**src/rtl/rbc_pkg.sv**
```systemverilog
package rbc_pkg;

    typedef enum logic [1:0] {
        CMD_NOP = 2'd0,
        CMD_PRE = 2'd1,
        CMD_ACT = 2'd2,
        CMD_RD  = 2'd3
    } cmd_e;

    typedef enum logic [1:0] {
        ACC_HIT      = 2'd0,
        ACC_EMPTY    = 2'd1,
        ACC_CONFLICT = 2'd2
    } acc_e;

    typedef enum logic [2:0] {
        PH_IDLE,
        PH_PRE,
        PH_ACT,
        PH_COL,
        PH_AUTO
    } phase_e;

    function automatic acc_e classify(input logic is_open, input logic same_row);
        if (!is_open)      return ACC_EMPTY;
        else if (same_row) return ACC_HIT;
        else               return ACC_CONFLICT;
    endfunction

    function automatic int max3(input int a, input int b, input int c);
        int m;
        m = (a > b) ? a : b;
        return (m > c) ? m : c;
    endfunction

endpackage

```
**src/rtl/rbc_timebase.sv**
```systemverilog
module rbc_timebase #(
    parameter int TIME_W = 16
) (
    input  logic              clk,
    input  logic              rst,
    output logic [TIME_W-1:0] now
);
    always_ff @(posedge clk) begin
        if (rst) now <= '0;
        else     now <= now + 1'b1;
    end
endmodule

```
**src/rtl/rbc_queue.sv**
```systemverilog
module rbc_queue #(
    parameter int DEPTH = 4,
    parameter int W     = 8
) (
    input  logic         clk,
    input  logic         rst,
    input  logic         in_valid,
    input  logic [W-1:0] in_data,
    input  logic         take,
    output logic         head_valid,
    output logic [W-1:0] head_data
);
    localparam int AW = (DEPTH > 1) ? $clog2(DEPTH) : 1;
    localparam int CW = $clog2(DEPTH + 1);
    localparam logic [AW-1:0] LAST = AW'(DEPTH - 1);
    localparam logic [CW-1:0] FULL = CW'(DEPTH);

    logic [W-1:0]  slots [DEPTH];
    logic [AW-1:0] rd_ptr, wr_ptr;
    logic [CW-1:0] count;
    logic          stored, bypass, pop, push;

    assign stored     = (count != '0);
    assign head_valid = stored || in_valid;
    assign head_data  = stored ? slots[rd_ptr] : in_data;
    assign bypass     = !stored && in_valid && take;
    assign pop        = stored && take;
    assign push       = in_valid && !bypass && ((count != FULL) || pop);

    always_ff @(posedge clk) begin
        if (rst) begin
            rd_ptr <= '0;
            wr_ptr <= '0;
            count  <= '0;
        end else begin
            if (push) begin
                slots[wr_ptr] <= in_data;
                wr_ptr <= (wr_ptr == LAST) ? '0 : wr_ptr + 1'b1;
            end
            if (pop) rd_ptr <= (rd_ptr == LAST) ? '0 : rd_ptr + 1'b1;
            case ({push, pop})
                2'b10:   count <= count + 1'b1;
                2'b01:   count <= count - 1'b1;
                default: count <= count;
            endcase
        end
    end
endmodule

```
**src/rtl/rbc_sequencer.sv**
```systemverilog
module rbc_sequencer
    import rbc_pkg::*;
#(
    parameter int ROW_W = 4,
    parameter int COL_W = 4,
    parameter int T_RP  = 2,
    parameter int T_RCD = 2,
    parameter int T_CL  = 2
) (
    input  logic             clk,
    input  logic             rst,
    input  logic             close_page,
    input  logic             head_valid,
    input  logic [ROW_W-1:0] head_row,
    input  logic [COL_W-1:0] head_col,
    output logic             take,
    output cmd_e             cmd_op,
    output logic [ROW_W-1:0] cmd_row,
    output logic [COL_W-1:0] cmd_col,
    output logic             done,
    output acc_e             done_kind,
    output logic [ROW_W-1:0] done_row,
    output logic [COL_W-1:0] done_col
);
    localparam int MAXL = max3(T_RP, T_RCD, T_CL);
    localparam int TW   = $clog2(MAXL + 1);
    localparam logic [TW-1:0] L_RP  = TW'(T_RP - 1);
    localparam logic [TW-1:0] L_RCD = TW'(T_RCD - 1);
    localparam logic [TW-1:0] L_CL  = TW'(T_CL - 1);

    phase_e           phase, nxt_phase;
    logic [TW-1:0]    tmr, nxt_tmr;
    logic             open_q;
    logic [ROW_W-1:0] open_row;
    logic [ROW_W-1:0] cur_row;
    logic [COL_W-1:0] cur_col;
    acc_e             cur_kind, new_kind;
    logic             expire, free;

    assign expire    = (phase != PH_IDLE) && (tmr == '0);
    assign new_kind  = classify(open_q, open_row == head_row);
    assign done_kind = cur_kind;
    assign done_row  = cur_row;
    assign done_col  = cur_col;

    always_comb begin
        cmd_op    = CMD_NOP;
        cmd_row   = cur_row;
        cmd_col   = cur_col;
        done      = 1'b0;
        take      = 1'b0;
        free      = 1'b0;
        nxt_phase = phase;
        nxt_tmr   = (tmr != '0) ? tmr - 1'b1 : tmr;
        case (phase)
            PH_IDLE: free = 1'b1;
            PH_PRE: if (expire) begin
                cmd_op    = CMD_ACT;
                nxt_phase = PH_ACT;
                nxt_tmr   = L_RCD;
            end
            PH_ACT: if (expire) begin
                cmd_op    = CMD_RD;
                nxt_phase = PH_COL;
                nxt_tmr   = L_CL;
            end
            PH_COL: if (expire) begin
                done = 1'b1;
                if (close_page) begin
                    cmd_op    = CMD_PRE;
                    nxt_phase = PH_AUTO;
                    nxt_tmr   = L_RP;
                end else begin
                    free = 1'b1;
                end
            end
            PH_AUTO: if (expire) free = 1'b1;
            default: nxt_phase = PH_IDLE;
        endcase
        if (free) begin
            if (head_valid) begin
                take    = 1'b1;
                cmd_row = head_row;
                cmd_col = head_col;
                case (new_kind)
                    ACC_HIT: begin
                        cmd_op    = CMD_RD;
                        nxt_phase = PH_COL;
                        nxt_tmr   = L_CL;
                    end
                    ACC_EMPTY: begin
                        cmd_op    = CMD_ACT;
                        nxt_phase = PH_ACT;
                        nxt_tmr   = L_RCD;
                    end
                    default: begin
                        cmd_op    = CMD_PRE;
                        cmd_row   = open_row;
                        nxt_phase = PH_PRE;
                        nxt_tmr   = L_RP;
                    end
                endcase
            end else begin
                nxt_phase = PH_IDLE;
            end
        end
    end

    always_ff @(posedge clk) begin
        if (rst) begin
            phase    <= PH_IDLE;
            tmr      <= '0;
            open_q   <= 1'b0;
            open_row <= '0;
            cur_row  <= '0;
            cur_col  <= '0;
            cur_kind <= ACC_EMPTY;
        end else begin
            phase <= nxt_phase;
            tmr   <= nxt_tmr;
            if (take) begin
                cur_row  <= head_row;
                cur_col  <= head_col;
                cur_kind <= new_kind;
            end
            if (cmd_op == CMD_PRE) open_q <= 1'b0;
            else if (cmd_op == CMD_ACT) begin
                open_q   <= 1'b1;
                open_row <= cmd_row;
            end
        end
    end
endmodule

```
**src/rtl/rowbuf_ctrl.sv**
```systemverilog
module rowbuf_ctrl
    import rbc_pkg::*;
#(
    parameter int ROW_W   = 4,
    parameter int COL_W   = 4,
    parameter int T_RP    = 2,
    parameter int T_RCD   = 2,
    parameter int T_CL    = 2,
    parameter int Q_DEPTH = 4,
    parameter int TIME_W  = 16
) (
    input  logic              clk,
    input  logic              rst,
    input  logic              close_page,
    input  logic              req_valid,
    input  logic [ROW_W-1:0]  req_row,
    input  logic [COL_W-1:0]  req_col,
    output logic [1:0]        cmd_op,
    output logic [ROW_W-1:0]  cmd_row,
    output logic [COL_W-1:0]  cmd_col,
    output logic              done,
    output logic [1:0]        done_kind,
    output logic [ROW_W-1:0]  done_row,
    output logic [COL_W-1:0]  done_col,
    output logic [TIME_W-1:0] done_time
);
    localparam int RW = ROW_W + COL_W;

    logic             head_valid, take;
    logic [RW-1:0]    head_data;
    cmd_e             seq_cmd;
    acc_e             seq_kind;
    logic [TIME_W-1:0] now;

    rbc_timebase #(.TIME_W(TIME_W)) u_time (
        .clk (clk),
        .rst (rst),
        .now (now)
    );

    rbc_queue #(.DEPTH(Q_DEPTH), .W(RW)) u_queue (
        .clk        (clk),
        .rst        (rst),
        .in_valid   (req_valid),
        .in_data    ({req_row, req_col}),
        .take       (take),
        .head_valid (head_valid),
        .head_data  (head_data)
    );

    rbc_sequencer #(
        .ROW_W (ROW_W), .COL_W (COL_W),
        .T_RP  (T_RP),  .T_RCD (T_RCD), .T_CL (T_CL)
    ) u_seq (
        .clk        (clk),
        .rst        (rst),
        .close_page (close_page),
        .head_valid (head_valid),
        .head_row   (head_data[RW-1:COL_W]),
        .head_col   (head_data[COL_W-1:0]),
        .take       (take),
        .cmd_op     (seq_cmd),
        .cmd_row    (cmd_row),
        .cmd_col    (cmd_col),
        .done       (done),
        .done_kind  (seq_kind),
        .done_row   (done_row),
        .done_col   (done_col)
    );

    assign cmd_op    = seq_cmd;
    assign done_kind = seq_kind;
    assign done_time = now;
endmodule

```
**config.mk**
```make
export PLATFORM = sky130hd
export DESIGN_NAME = rowbuf_ctrl
export DESIGN_NICKNAME = d
export VERILOG_FILES = /design/src/rtl/rbc_pkg.sv /design/src/rtl/rbc_timebase.sv /design/src/rtl/rbc_queue.sv /design/src/rtl/rbc_sequencer.sv /design/src/rtl/rowbuf_ctrl.sv
export SDC_FILE = /design/constraint.sdc
export NUM_CORES = 1
export LEC_CHECK = 0
export BUFFER_PORTS_ARGS = -buffer_cell sky130_fd_sc_hd__buf_2
export CELL_PAD_IN_SITES_DETAIL_PLACEMENT = 1
export CELL_PAD_IN_SITES_GLOBAL_PLACEMENT = 1
export CORE_UTILIZATION = 45
export CTS_BUF_LIST = sky130_fd_sc_hd__clkbuf_8
export CTS_CLUSTER_SIZE = 40
export DETAILED_ROUTE_END_ITERATION = 10
export PLACE_DENSITY_LB_ADDON = 0.05
export SYNTH_ARGS = -nofsm -noshare
export SYNTH_HDL_FRONTEND = slang
export SYNTH_SLANG_ARGS = --single-unit
```
**constraint.sdc**
```tcl
create_clock -name clk -period 5.4 [get_ports clk]
set_input_delay 0.81 -clock clk [delete_from_list [all_inputs] [get_ports clk]]
set_output_delay 0.81 -clock clk [all_outputs]
set_load 0.03 [all_outputs]
```
Yosys cells after proc, flatten, opt, wreduce, memory -nomap -nowiden
Memories as Yosys holds them, arrays and structs flattened. A register that Yosys moved wholly into a read port is not among the register bits.
Index checks and enable logic that the tools add are counted.

word-level totals
  register bits after elaboration = 43
  RAM bits = 32
  input port bits = 12
  output and inout bits = 37
  memories kept = 1

operators by class
  $add $sub $neg = 6
  equal/unequal tests = 18
  mux-type cells = 46
  bitwise gates (word level) = 1
  reduce and logical (&&, ||, !) cells = 23

memory list
  memory         depth  bits a word  read ports  clocked after Yosys merged registers in  wr ports  RTL line         source
  u_queue.slots  4      8            1           1                                        1         rbc_queue.sv:18  logic [W-1:0] slots [DEPTH];

operator list
  kind                     number
  $mux W2                  18
  $mux W4                  5
  $add A16 B1 Y16 const B  1
  $mux W3                  5
  $pmux W2 S2              3
  $pmux W3 S4              1
  $mux W1                  10
  $ne A3 B1 Y1 const B     3
  $eq A2 B2 Y1 const B     4
  $mux W8                  1
  $reduce_or A2 Y1         4
  $eq A2 B1 Y1 const B     3
  $eq A3 B2 Y1 const B     2
  $logic_and A1 B1 Y1      6
  $pmux W2 S3              1
  $pmux W3 S2              1
  $reduce_bool A3 Y1       2
  $reduce_and A5 Y1        1
  $add A2 B1 Y2 const B    2
  $eq A4 B4 Y1             1
  $logic_not A2 Y1         2
  $reduce_bool A2 Y1       2
  $add A3 B1 Y3 const B    1
  $eq A3 B1 Y1 const B     1
  other kinds (12)         14

Depth between registers and ports, before layout
  word-level depth = 12
  mapped depth = 11

By module
A second synthesis with hierarchy kept.

unflattened totals
  cell total of the unflattened synthesis = 330
  area, all modules = 3744.8 um2

by module, submodules not included
  module         times used  cells each  area an instance (um2)  sequential area each (um2)
  rbc_queue      1           110         1800.5                  1141.1
  rbc_sequencer  1           139         1179.9                  400.4
  rbc_timebase   1           81          764.5                   320.3

Worst setup path before layout
Ideal clock, no wire load.

  kind = input port to output port
  start point = in close_page
  end point = out cmd_row[0]
  arrival = 2.205 ns
  data required time = 4.590 ns
  path slack = 2.385 ns
  cell stages on the path = 6
  buffers on the path = 1
  path through = nor2_1 a22oi_2 buf_2 nor2_1 a31oi_1 o21ai_0

between the ends
  word-level cells in the longest chain between the ends = 4

RTL lines
  item         RTL line             source
  from (decl)  rowbuf_ctrl.sv:14    input logic close_page,
  $mux W1      rbc_sequencer.sv:69  if (close_page) begin
  $mux W1      rbc_sequencer.sv:67  PH_COL: if (expire) begin
  $pmux W1 S3  rbc_sequencer.sv:55  case (phase)
  $mux W4      rbc_sequencer.sv:80  if (free) begin
  to (decl)    rowbuf_ctrl.sv:19    output logic [ROW_W-1:0] cmd_row,

Every way passes these cells.

==> results.cfg <==
[setup_path]
cp_slowest_stage_delay_ps = 670
r2r_cells = 6
rr_startpoint = u_seq.phase[1]$_SDFFE_PP0P_
critPathKind = register to primary output
reg2reg_to = u_queue.slots[0][4]$_DFFE_PP_
path_cells = mux4_2 > xnor2_1 > nand4_1 > o211ai_4 > a22oi_2 > o21ai_0 > buf_2
crit_required_ps = 4590
cp-start-kind = register
endpoint_kind = primary output
rrSetupSlack_ps = 2580
crit_slowest_cell = dfxtp_1
cp.arrival_ps = 2840
worstPathMaxFanout = 8

[yosys]
synthesis.nets = 346
synth.distinct_cells = 43
synthesis.area_um2 = 3490
synth_warnings = 0
synth-edff-count = 32
netlist.area_leader.share = 0.275
synth-seq-cells = 77
synthArstFlopShare = 0
synth_common_cells = dfxtp_1 (45), nor2_1 (44), edfxtp_1 (32)
synth_top_cell_by_area = edfxtp_1
synth_flop_cell = dfxtp_1
synthCells = 327
syn_area_per_cell_um2 = 10.7
yosysMostFrequentCell = dfxtp_1
synth.area.top_cells = edfxtp_1 (28%), dfxtp_1 (26%), mux4_2 (5.2%)
yosysSeqAreaShare = 0.533

[clock_network]
clk_path_buf_depth = 2
clock_latency_ps = 350
cts_buffers = 9
cts_hold_buf = 0
cts-root-buf = clkbuf_8
clkTransAtPathRegs_ps = 80
cts_tree = built
cts_sinks = 77
cts_max_level = 3
cts_setup_buffers = 0
postCtsResizedCells = 0

[timing]
maxSlewViolCount = 0
setup_violations = 0
hold_viol = 0
slew_headroom = 0.353
finalCritPeriodShare = 0.676
hold_ws_ps = 457
worst_slew_pin_slew_ps = 967
rsz0062_at_grt = false
fmax_ghz = 0.274
layout_min_cycle_time_ps = 3650
clock-skew-final_ps = 8.72
fin_setup_tns_ps = 0

[power]
p_int_mw = 1.29
power_density_nw_per_um2 = 582
seq_power_share = 0.353
p_total_mw = 2.31
p_sw_frac = 0.442
ir_worst_vdd_mv = 0.280
p_leak_nw = 1.50
pwr-share-clk = 0.183
switchingPower_mw = 1.02
p_comb_frac = 0.464

[grt]
grt_pass1_wl_um = 12800
grt-ovfl-total = 0
grt_util_all_layers = 0.204
grt_pass1_vias = 2562
grt_max_degree = 45
antenna_found_initial = 0

[final_layout]
fin_area_um2 = 3970
antenna_cells = 0
area_growth_pct = 13.8
drive_above_1_share = 0.227
post-route-util = 0.539
nets = 388
n_fill_cell = 837

[worst_hold_path]
hold_start = u_seq.done_kind[1]$_SDFFE_PP0P_
hold_class = register to register
whs_path_depth = 2
hold_path_end = u_seq.done_kind[1]$_SDFFE_PP0P_

[routing]
routed_wl_um = 7740
drt_iter0_drc = 83
wl_per_cell_um = 16.4
drtAntennaViolNets = 0
drt_pass1_iterations = 4
drc_errors = 0
viasPerCell = 5.37
via_count = 2542

[floorplan]
initial_utilization = 0.474
die_area_um2 = 8120
die_w_um = 90.1
ios = 49
row_count = 31
core_area_um2 = 7370
fp.dieH_um = 90.1

[placement]
hpwl_um = 5620
io_buffers = 48
gp_congestion = 0.765
place_area_um2 = 3780

[run]
drv_cap = 0

[run_status]
status = complete, no violations
state kept, by name, indices dropped and copies added, names as in the netlist, named ones only:
signal,cells
u_queue.rd_ptr,2
u_seq.open_q,1
u_seq.done_col,4
u_queue.slots,32
u_queue.count,3
u_seq.tmr,2
u_time.now,16
u_seq.done_row,4
u_seq.phase,3
u_seq.done_kind,2
u_queue.wr_ptr,2
u_seq.open_row,4
power groups by stage:
stage / Clock [mW] / Combinational (mW) / Sequential (mW)
after floorplan: 0 / 0.805 / 0.837
after global placement: 0 / 1.05 / 0.827
after detailed placement: 0 / 1.08 / 0.832
after CTS: 0.437 / 1.09 / 0.818
after global routing: 0.457 / 1.17 / 0.834
final: 0.423 / 1.07 / 0.816
per-stage QoR:
step | worst slack, ps | cells
finish | 1750 | 473
CTS | 1690 | 473
global route | 1540 | 473
global placement | 2050 | 457
floorplan | 2380 | 327
detailed placement | 1900 | 457
cells by family after synthesis:
group / count (synthesis) / synth area share
buffers and inverters: 30 / 0.0372
muxes: 13 / 0.0663
adders and majority gates: 7 / 0.0272
AOI/OAI and AO/OA: 58 / 0.117
xor gates and xnor gates: 23 / 0.0577
and+or+nand+nor: 119 / 0.162
DFF: 77 / 0.533
critical path: cells and delay by family, from the launching register on:
family | cells | cell delay (ps)
flip-flops | 1 | 670
multiplexers | 1 | 610
AO/OA/AOI/OAI | 3 | 580
buffers and inverters | 1 | 240
XOR/XNOR | 1 | 200
AND/OR/NAND/NOR | 1 | 200
metal layers:
layer,GRT usage,wire (um)
met5,0,0
met4,0.0887,81
met3,0.0398,208
met2,0.336,3740
met1,0.262,3710
layout by cell type, fill, tap and decap left out, types with 7 or more instances in the layout:
master    netlist  layout
a21oi_1        19      19
mux4_2          8       8
buf_2           8      48
o21ai_0        14      14
nor3_1          7       7
nor2_1         44      44
inv_1          11      12
xor2_1         14      14
clkbuf_8        0       9
nand4_1         8       8
nand2_1        24      24
nand3_1         8       8
dfxtp_1        45      45
xnor2_1         9       9
edfxtp_1       32      32
worst max path at each step:
stage	startpoint	end	slack (ps)	cells after the start
after floorplan	close_page	cmd_row[0]	2380	6
after global placement	close_page	cmd_op[0]	2050	7
after detailed placement	close_page	cmd_op[0]	1900	7
after CTS	register	cmd_row[1]	1690	7
after global routing	register	cmd_row[0]	1540	7
final	register	cmd_row[2]	1750	7
layout make-up:
type / instances / area, um2 / share of cell area
clock inverter: 7 / 66.3 / 0.0167
timing repair buffer: 50 / 255 / 0.0642
clock buffer: 9 / 124 / 0.0312
multi-input combinational: 220 / 1500 / 0.378
sequential: 77 / 1860 / 0.469
tap: 99 / 124 / 0.0312
inverter: 11 / 41.3 / 0.0104
Note: power is estimated with default switching activity, not from simulation.
